File: src/rtl/ecc_irq_pkg.sv
package ecc_irq_pkg;
  localparam int NUM_PORTS   = 3;
  localparam int CNT_W       = 8;
  localparam int REG_W       = 32;
  localparam int PORT_STRIDE = 8;
  localparam int SLOT_SEC    = 0;
  localparam int SLOT_DED    = 1;
  localparam int SLOT_EXP    = 2;
  localparam int FAULT_BIT   = 24;

  function automatic logic [REG_W-1:0] impl_bits(input int nports);
    logic [REG_W-1:0] m;
    m = '0;
    for (int p = 0; p < nports; p++) begin
      m[p*PORT_STRIDE + SLOT_SEC] = 1'b1;
      m[p*PORT_STRIDE + SLOT_DED] = 1'b1;
      m[p*PORT_STRIDE + SLOT_EXP] = 1'b1;
    end
    m[FAULT_BIT] = 1'b1;
    return m;
  endfunction
endpackage

File: src/rtl/ecc_err_counter.sv
module ecc_err_counter #(
  parameter int CNT_W = 8
) (
  input  logic             clk,
  input  logic             rst_n,
  input  logic             err_evt,
  input  logic             restart,
  input  logic [CNT_W-1:0] thresh,
  output logic             expire
);
  logic [CNT_W-1:0] cnt_q, base, cnt_d;
  logic             halted;

  always_comb begin
    base   = restart ? '0 : cnt_q;
    halted = (thresh == '0) || (base >= thresh);
    cnt_d  = base;
    expire = 1'b0;
    if (err_evt && !halted) begin
      cnt_d  = base + 1'b1;
      expire = (cnt_d == thresh);
    end
  end

  always_ff @(posedge clk or negedge rst_n) begin
    if (!rst_n) cnt_q <= '0;
    else        cnt_q <= cnt_d;
  end

  AST_NO_EXPIRE_ZERO_THR: assert property (@(posedge clk) disable iff (!rst_n)
    (thresh == '0) |-> !expire);
  AST_CNT_SATURATES: assert property (@(posedge clk) disable iff (!rst_n)
    ($stable(thresh) && thresh != '0 && $past(cnt_q) <= $past(thresh)) |-> cnt_q <= thresh);
  AST_RESTART_CLEARS: assert property (@(posedge clk) disable iff (!rst_n)
    (restart && !err_evt) |=> cnt_q == '0);
endmodule

File: src/rtl/ecc_flag_reg.sv
module ecc_flag_reg #(
  parameter int                REG_W = 32,
  parameter logic [REG_W-1:0] IMPL  = '1
) (
  input  logic             clk,
  input  logic             rst_n,
  input  logic             swrst_busy,
  input  logic             wr_en,
  input  logic [REG_W-1:0] wr_data,
  input  logic [REG_W-1:0] set_vec,
  output logic [REG_W-1:0] clr_vec,
  output logic [REG_W-1:0] flag_q,
  output logic             bus_err
);
  logic             wr_ok;
  logic [REG_W-1:0] flag_d;

  assign wr_ok   = wr_en && !swrst_busy;
  assign clr_vec = wr_ok ? (wr_data & IMPL) : '0;

  always_comb flag_d = ((flag_q & ~clr_vec) | set_vec) & IMPL;

  always_ff @(posedge clk or negedge rst_n) begin
    if (!rst_n) begin
      flag_q  <= '0;
      bus_err <= 1'b0;
    end else begin
      flag_q  <= flag_d;
      bus_err <= wr_en && swrst_busy;
    end
  end

  AST_BUSY_WRITE_ERRS: assert property (@(posedge clk) disable iff (!rst_n)
    (wr_en && swrst_busy) |=> bus_err);
  AST_BUSY_KEEPS_FLAGS: assert property (@(posedge clk) disable iff (!rst_n)
    (wr_en && swrst_busy && set_vec == '0) |=> flag_q == $past(flag_q));
  AST_SET_WINS: assert property (@(posedge clk) disable iff (!rst_n)
    (set_vec != '0) |=> (flag_q & $past(set_vec)) == $past(set_vec));
  AST_ZERO_BITS_KEEP: assert property (@(posedge clk) disable iff (!rst_n)
    (wr_en && set_vec == '0) |=> (flag_q & ~$past(wr_data)) == ($past(flag_q) & ~$past(wr_data)));
endmodule

File: src/rtl/ecc_irq_gen.sv
module ecc_irq_gen #(
  parameter int REG_W = 32
) (
  input  logic             clk,
  input  logic             rst_n,
  input  logic [REG_W-1:0] flags,
  input  logic [REG_W-1:0] mask,
  output logic             irq
);
  always_ff @(posedge clk or negedge rst_n) begin
    if (!rst_n) irq <= 1'b0;
    else        irq <= |(flags & mask);
  end

  AST_IRQ_QUIET: assert property (@(posedge clk) disable iff (!rst_n)
    ($past(flags) == '0) |-> !irq);
endmodule

File: src/rtl/ecc_irq_flags.sv
module ecc_irq_flags
  import ecc_irq_pkg::*;
#(
  parameter int NPORT = NUM_PORTS,
  parameter int CW    = CNT_W,
  parameter int RW    = REG_W
) (
  input  logic              clk,
  input  logic              rst_n,
  input  logic              swrst_busy,
  input  logic              wr_en,
  input  logic [RW-1:0]     wr_data,
  output logic [RW-1:0]     rd_data,
  output logic              bus_err,
  input  logic [NPORT-1:0]  ev_sec,
  input  logic [NPORT-1:0]  ev_ded,
  input  logic              ev_fault,
  input  logic [NPORT*CW-1:0] thresh,
  input  logic [RW-1:0]     irq_mask,
  output logic              irq
);
  localparam logic [RW-1:0] IMPL = impl_bits(NPORT);

  logic [NPORT-1:0] expire;
  logic [RW-1:0]    set_vec, clr_vec, flag_q;

  for (genvar p = 0; p < NPORT; p++) begin : g_port
    ecc_err_counter #(.CNT_W(CW)) u_cnt (
      .clk     (clk),
      .rst_n   (rst_n),
      .err_evt (ev_sec[p] | ev_ded[p]),
      .restart (clr_vec[p*PORT_STRIDE + SLOT_EXP]),
      .thresh  (thresh[p*CW +: CW]),
      .expire  (expire[p])
    );
  end

  always_comb begin
    set_vec = '0;
    for (int p = 0; p < NPORT; p++) begin
      set_vec[p*PORT_STRIDE + SLOT_SEC] = ev_sec[p];
      set_vec[p*PORT_STRIDE + SLOT_DED] = ev_ded[p];
      set_vec[p*PORT_STRIDE + SLOT_EXP] = expire[p];
    end
    set_vec[FAULT_BIT] = ev_fault;
  end

  ecc_flag_reg #(.REG_W(RW), .IMPL(IMPL)) u_flags (
    .clk        (clk),
    .rst_n      (rst_n),
    .swrst_busy (swrst_busy),
    .wr_en      (wr_en),
    .wr_data    (wr_data),
    .set_vec    (set_vec),
    .clr_vec    (clr_vec),
    .flag_q     (flag_q),
    .bus_err    (bus_err)
  );

  ecc_irq_gen #(.REG_W(RW)) u_irq (
    .clk   (clk),
    .rst_n (rst_n),
    .flags (flag_q),
    .mask  (irq_mask),
    .irq   (irq)
  );

  assign rd_data = flag_q;

  AST_RESERVED_ZERO: assert property (@(posedge clk) disable iff (!rst_n)
    (rd_data & ~IMPL) == '0);
  AST_FAULT_SETS: assert property (@(posedge clk) disable iff (!rst_n)
    ev_fault |=> rd_data[FAULT_BIT]);
endmodule

File: config.mk
export PLATFORM = sky130hd
export DESIGN_NAME = ecc_irq_flags
export DESIGN_NICKNAME = d
export VERILOG_FILES = /design/src/rtl/ecc_irq_pkg.sv /design/src/rtl/ecc_err_counter.sv /design/src/rtl/ecc_flag_reg.sv /design/src/rtl/ecc_irq_gen.sv /design/src/rtl/ecc_irq_flags.sv
export SDC_FILE = /design/constraint.sdc
export NUM_CORES = 1
export LEC_CHECK = 0
export BUFFER_PORTS_ARGS = -buffer_cell sky130_fd_sc_hd__buf_2
export CAP_MARGIN = 30
export CORE_UTILIZATION = 39
export DETAILED_ROUTE_END_ITERATION = 8
export PLACE_DENSITY = 0.78
export SLEW_MARGIN = 20
export SYNTH_ARGS = -nofsm -noshare
export SYNTH_HDL_FRONTEND = slang
export SYNTH_SLANG_ARGS = --single-unit
File: constraint.sdc
create_clock -name clk -period 3.12 [get_ports clk]
set_input_delay 0 -clock clk [delete_from_list [all_inputs] [get_ports clk]]
set_output_delay 0 -clock clk [all_outputs]
set_load 0.05 [all_outputs]
Yosys cells after proc, flatten, opt, wreduce, memory -nomap -nowiden
Cells that the tools add are included.
W data, S select, Z words.
{"block": "op_classes", "n_lt_le_gt_ge": 3, "add_sub_neg": 3, "n_reduce_logical": 16, "muxes": 10, "bitwise": 7, "eq_ne": 3}
{"op": "$mux W8", "n": 6}
{"op": "$and A25 B32 Y32", "n": 1}
{"op": "$reduce_or A32 Y1", "n": 1}
{"op": "$and A25 B25 Y25", "n": 1}
{"op": "$mux W25", "n": 1}
{"op": "$not A25 Y25", "n": 1}
{"op": "$or A25 B25 Y25", "n": 1}
{"op": "$add A8 B1 Y8 const B", "n": 3}
{"op": "$eq A8 B8 Y1", "n": 3}
{"op": "$ge A8 B8 Y1", "n": 3}
{"op": "$logic_not A8 Y1", "n": 3}
{"op": "$logic_and A1 B1 Y1", "n": 5}
{"op": "$logic_not A1 Y1", "n": 4}
{"op": "$logic_or A1 B1 Y1", "n": 3}
{"op": "$mux W1", "n": 3}
{"op": "$or A1 B1 Y1", "n": 3}
{"block": "word_totals", "register_bits": 36, "input_bits": 99, "output_inout_bits": 34, "wordCells": 48}

Longest topological paths before layout
{"block": "logic_depth", "word_depth": 10, "ltp_mapped": 12, "ltp_nobuf": 10}

Hierarchy
Synthesis repeated with hierarchy kept, for this count alone.
{"block": "hier_totals", "cells_unflattened": 402, "hier_area_um2": 3568.4}
{"mod": "ecc_err_counter (g_port[0].u_cnt ...)", "area_each_um2": 838.3, "seq_area_each_um2": 200.2, "cells_each": 92, "instances": 2}
{"mod": "ecc_flag_reg", "area_each_um2": 853.3, "seq_area_each_um2": 275.3, "cells_each": 100, "instances": 1}
{"mod": "ecc_err_counter (g_port[2].u_cnt)", "area_each_um2": 833.3, "seq_area_each_um2": 200.2, "cells_each": 92, "instances": 1}
{"mod": "ecc_irq_gen", "area_each_um2": 182.7, "seq_area_each_um2": 25.0, "cells_each": 22, "instances": 1}
{"mod": "ecc_irq_flags", "area_each_um2": 22.5, "seq_area_each_um2": 0.0, "cells_each": 4, "instances": 1}

Least setup slack after synthesis
OpenSTA, ideal clock, no wires.
{"block": "synth_path", "kind": "register -> register", "startpoint": "register g_port[2].u_cnt.cnt_q[3]", "endpoint": "register g_port[2].u_cnt.cnt_q[5]", "slack_ns": 0.812, "setup_ns": 0.125, "stages_incl_launch_ff": 9, "t_arrival_ns": 2.183, "n_path_buf": 1, "t_required_ns": 2.995, "synth_period_minus_slack_ns": 2.308, "path_cell_list": "dfrtp_1 clkbuf_1 and2_1 ha_1 nor2b_1 a221o_1 a31oi_4 nand4_2 mux2_4"}
{"block": "synth_via", "elab_chain_cells": 6, "elab_cells_between_ends": 7, "cone_classes": "1 x add/sub; 1 x order compare; 2 x mux; 3 x reduce/logical"}
{"element": "start, declared", "line": "ecc_err_counter.sv:11", "text": "logic [CNT_W-1:0] cnt_q, base, cnt_d;"}
{"element": "start signal, assigned", "line": "ecc_err_counter.sv:27", "text": "else cnt_q <= cnt_d;"}
{"element": "$mux W8 *", "line": "ecc_err_counter.sv:15", "text": "base = restart ? '0 : cnt_q;"}
{"element": "$ge A8 B8 Y1", "line": "ecc_err_counter.sv:16", "text": "halted = (thresh == '0) || (base >= thresh);"}
{"element": "$logic_or A1 B1 Y1", "line": "ecc_err_counter.sv:16"}
{"element": "$logic_not A1 Y1", "line": "ecc_err_counter.sv:19", "text": "if (err_evt && !halted) begin"}
{"element": "$logic_and A1 B1 Y1", "line": "ecc_err_counter.sv:19"}
{"element": "$mux W8 *", "line": "ecc_err_counter.sv:19"}
{"element": "net g_port[2].u_cnt.cnt_d[5]", "line": "ecc_err_counter.sv:11"}
The timed path passes the listed nets; every way through them passes the cells marked *.

Worst setup path after layout
{"block": "layout_path", "startpoint": "input port swrst_busy", "endpoint": "register g_port[0].u_cnt.cnt_q[1]"}
{"block": "layout_via", "elab_chain_cells": 9, "elab_cells_between_ends": 10, "cone_classes": "1 x add/sub; 1 x order compare; 3 x mux; 5 x reduce/logical"}
{"element": "start, declared", "line": "ecc_irq_flags.sv:10", "text": "input logic swrst_busy,"}
{"element": "$logic_not A1 Y1 *", "line": "ecc_flag_reg.sv:18", "text": "assign wr_ok = wr_en && !swrst_busy;"}
{"element": "$logic_and A1 B1 Y1 *", "line": "ecc_flag_reg.sv:18"}
{"element": "$mux W25 *", "line": "ecc_flag_reg.sv:19", "text": "assign clr_vec = wr_ok ? (wr_data & IMPL) : '0;"}
{"element": "$mux W8 *", "line": "ecc_err_counter.sv:15"}
{"element": "$ge A8 B8 Y1", "line": "ecc_err_counter.sv:16"}
{"element": "$logic_or A1 B1 Y1", "line": "ecc_err_counter.sv:16"}
{"element": "$logic_not A1 Y1", "line": "ecc_err_counter.sv:19"}
{"element": "$logic_and A1 B1 Y1", "line": "ecc_err_counter.sv:19"}
{"element": "$mux W8 *", "line": "ecc_err_counter.sv:19"}
{"element": "net g_port[0].u_cnt.cnt_d[1]", "line": "ecc_err_counter.sv:11"}
{"element": "end signal, assigned", "line": "ecc_err_counter.sv:27"}
{"element": "end, declared", "line": "ecc_err_counter.sv:11"}
Marked as above.

==> summary.md <==
| Metric | Value |
|---|---|
| Crit share post-route | `81.7%` |
| Mapped Cells | `384` |
| IO buf count | `66` |
| Area grow syn2layout | `18.0%` |
| Maximum clock insertion buffer count | `2` |
| Reg area | `901 um2` |
| Io pins | `133` |
| Post-synthesis sequential area ratio | `about 28%` |
| Post-CTS setup buffer count | `0` |
| R2r endpoint | `g_port[1].u_cnt.cnt_q[6]$_DFF_PN0_` |
| Hold path depth | `3` |
| Routed via count | `3,027` |
| CP Cell Sequence | `buf_2, nand3b_1, and2_1, ha_1, inv_1, o31ai_1, a21oi_2, o21ai_0, mux2_2` |
| Placeable Area | `8180 um2` |
| Multi-input logic area | `2130 um2` |
| Initial Util | `40.0%` |
| RSZ-0062 raised after global routing | `no` |
| Die width | `between 90 and 100 um` |
| Share of cells above drive strength 1 | `20.3%` |
| Drt first pass iters | `5` |
| Avg Inst Size Synth | `8.51 um2` |
| Routed Antenna Nets | `0` |
| First-pass GRT wire length | `13,200 um` |
| H-tree depth | `2` |
| Min Tclk post-route | `2.55 ns` |
| Async set-reset flop share out of synthesis | `100%` |
| Worst-Margin Slew | `0.817 ns` |
| GPL Wtd Cong | `0.930` |
| Hold endpoint | `u_flags.flag_q[24]$_DFF_PN0_` |
| Pwr/cell area | `544 nW/um2` |
| Number of synthesized flops with an enable pin | `0` |
| Slowest cell on crit path | `o21ai_0` |
| Crit end category | `register` |
| DRT iter0 DRCs | `159` |
| Worst IR drop on VDD | `0.000336 V` |
| Gr usage total | `between 10% and 20%` |
| Static Leak | `1.87 nW` |
| Delay-heaviest family, CP | `compound AO/OA/AOI/OAI gates` |
| Post-synthesis sequential element count | `36` |
| Critical path class | `in -> reg` |
| Run status | `completed` |
| Clock sink total | `36` |
| Netlist cell types | `58` |
| Row count | `33` |
| Post-Route WL | `7890 um` |
| Min-delay src | `wr_data[24]` |
| Final setup violation count | `0` |
| Vias in the first global route | `2,921` |
| Largest net degree at the start of global routing | `37` |
| Net count, final | `586` |
| Clock tree from TritonCTS | `done` |
| Filler Cells Inserted | `801` |
| YS warnings | `0` |
| Mapped cell area | `about 3300 um2` |
| Ys flop type | `dfrtp_1` |
| CP Max Fanout | `13` |
| GRT Residual Overflow | `0` |
| Worst path max stage delay | `0.53 ns` |
| Clock Root Buffer | `clkbuf_8` |
| CP arrival | `between 2 and 3 ns` |
| Max-Cap Viols | `0` |
| Via-per-instance ratio | `5.33` |
| DRC Markers | `0` |
| Die height | `93.6 um` |
| Clk_skew | `0.00508 ns` |
| Achievable frequency | `392 MHz` |
| Rel. slew slack | `45.4%` |
| Antenna cells | `0` |
| Worst min path class | `in -> reg` |
| Placed cell area | `3620 um2` |
| TNS Setup | `0 ns` |
| R2r startpoint | `g_port[1].u_cnt.cnt_q[6]$_DFF_PN0_` |
| CTS buffer count | `5` |
| Design area | `3860 um2` |
| DP HPWL | `~6300 um` |
| Die Area | `8750 um2` |
| Worst reg2reg path depth | `8` |
| R2R Setup Slk | `0.61 ns` |
| Worst skew pair latency | `0.28 ns` |
| Initial antenna violation count | `1` |
| DR WL/cell | `13.9 um` |
| WP buf/inv | `2` |
| Final Hold Viols | `0` |
| Worst Setup Start Kind | `input port` |
| Crit path required time | `3.28 ns` |
| Worst-path clk slew | `0.07 ns` |
| Slew Limit Fails | `0` |
[cell families after synthesis]
group / synth area share [%]
compound gates: 17.5
mux: 5.24
fa+ha+maj: 9.49
flops: 27.6
simple gates: 20.4
buf+inv: 9.57
other cells: 0.115
xor+xnor: 10.2
[report_power, final]
part           internal, mW  total, mW  leakage, nW  switching [mW]
clock                 0.197      0.350       0.0503           0.153
combinational         0.460       1.06         1.37           0.597
sequential            0.570      0.690        0.442           0.120
total                  1.23       2.10         1.87           0.870
[cell usage after synthesis, types with 2 or more instances]
| master | n | area share (%) |
|---|---|---|
| and3b_1 | 2 | 0.54 |
| o21bai_1 | 3 | 0.69 |
| nand4_1 | 3 | 0.57 |
| nor2_1 | 27 | 3.1 |
| xnor2_1 | 29 | 7.8 |
| a21boi_0 | 3 | 0.69 |
| a31oi_1 | 4 | 0.77 |
| ha_1 | 24 | 9.2 |
| a221oi_1 | 2 | 0.54 |
| o22ai_1 | 2 | 0.38 |
| o21a_1 | 2 | 0.46 |
| a21oi_1 | 15 | 2.3 |
| nor4_1 | 5 | 0.96 |
| o41ai_1 | 2 | 0.54 |
| clkbuf_1 | 7 | 0.80 |
| nand2b_1 | 2 | 0.38 |
| nor3b_1 | 2 | 0.46 |
| xor2_1 | 9 | 2.4 |
| buf_4 | 23 | 5.3 |
| nand2_1 | 35 | 4.0 |
| nand3b_1 | 4 | 0.92 |
| a22oi_1 | 5 | 1.1 |
| and3_1 | 6 | 1.1 |
| and2_1 | 16 | 3.1 |
| nor2b_1 | 3 | 0.57 |
| inv_1 | 29 | 3.3 |
| a41o_1 | 2 | 0.61 |
| mux2_2 | 12 | 4.1 |
| a221o_1 | 4 | 1.2 |
| nand3_1 | 9 | 1.4 |
| o211ai_1 | 3 | 0.69 |
| dfrtp_1 | 36 | 28 |
| o21ai_0 | 9 | 1.4 |
| a21o_1 | 10 | 2.3 |
| nor3_1 | 12 | 1.8 |
[flip-flops by register name, indices dropped and copies added (netlist names)]
name                cells
g_port.u_cnt.cnt_q     24
u_flags.bus_err         1
u_flags.flag_q         10
u_irq.irq               1
[through the flow]
stage	instances	setup WS (ns)	power (mW)	hold slack (ns)	util [%]
floorplan	405	0.812	1.50	-0.296	-
global placement	547	0.400	1.69	0.144	44.3
detailed placement	547	0.301	1.74	0.150	44.3
CTS	568	0.593	2.11	0.00386	47.2
global route	568	0.387	2.27	0.0104	47.2
finish	568	0.570	2.10	0.00826	47.2
[placed cells by master, fill, tap and decap left out, drive strengths merged, types with 3 or more instances in the layout]
cell type and instances:
buf 68, dfrtp 36, nand2 35, inv 29
xnor2 29, nor2 27, ha 24, conb 22
and2 16, a21oi 16, dlygate4sd3 14, mux2 14
nor3 12, a21o 10, o21ai 10, nand3 9
xor2 9, clkbuf 7, and3 6, nor4 5
a22oi 5, a31oi 5, nand3b 4, a221o 4
nand4 4, nor2b 3, o21bai 3, a21boi 3
o211ai 3
[what timing repair did]
action	CTS	global route
hold endpoints to repair	44	0
resized for setup	0	0
hold buffers	14	0
setup endpoints to repair	0	0
[worst max-delay path by stage]
| stage | startpoint | endpoint | slack, ns | cells past startpoint |
|---|---|---|---|---|
| 6_report | swrst_busy | g_port[0].u_cnt.cnt_q[1]$_DFF_PN0_ | 0.57 | 9 |
| 5_1_grt | swrst_busy | g_port[0].u_cnt.cnt_q[1]$_DFF_PN0_ | 0.39 | 9 |
| 4_1_cts | swrst_busy | g_port[0].u_cnt.cnt_q[1]$_DFF_PN0_ | 0.59 | 9 |
| 3_5_place_dp | swrst_busy | g_port[0].u_cnt.cnt_q[1]$_DFF_PN0_ | 0.30 | 9 |
| 3_3_place_gp | swrst_busy | g_port[0].u_cnt.cnt_q[1]$_DFF_PN0_ | 0.40 | 9 |
| 2_1_floorplan | g_port[2].u_cnt.cnt_q[3]$_DFF_PN0_ | g_port[2].u_cnt.cnt_q[5]$_DFF_PN0_ | 0.81 | 8 |
[metal layers]
metal	up-vias	wire (um)	GRT usage, %
met1	1418	3500	24.0
met3	15	469	2.85
met5	-	10	0
met4	2	132	5.38
li1	1470	-	-
met2	122	3770	33.9
[area by class of cell]
class / instances / area share, %
Clock buffer: 7 / 2.50
Inverter: 29 / 2.82
Multi-Input combinational cell: 309 / 55.3
Sequential cell: 36 / 23.4
Tap cell: 105 / 3.41
Timing Repair Buffer: 82 / 12.6
[worst min-delay path, delay by kind of cell]
family | cells | cell delay, ns
and+or+nand+nor | 1 | 0.05
AOI/OAI and AO/OA | 1 | 0.10
buffers and inverters | 1 | 0.10
(Power assumes the default switching activity.)
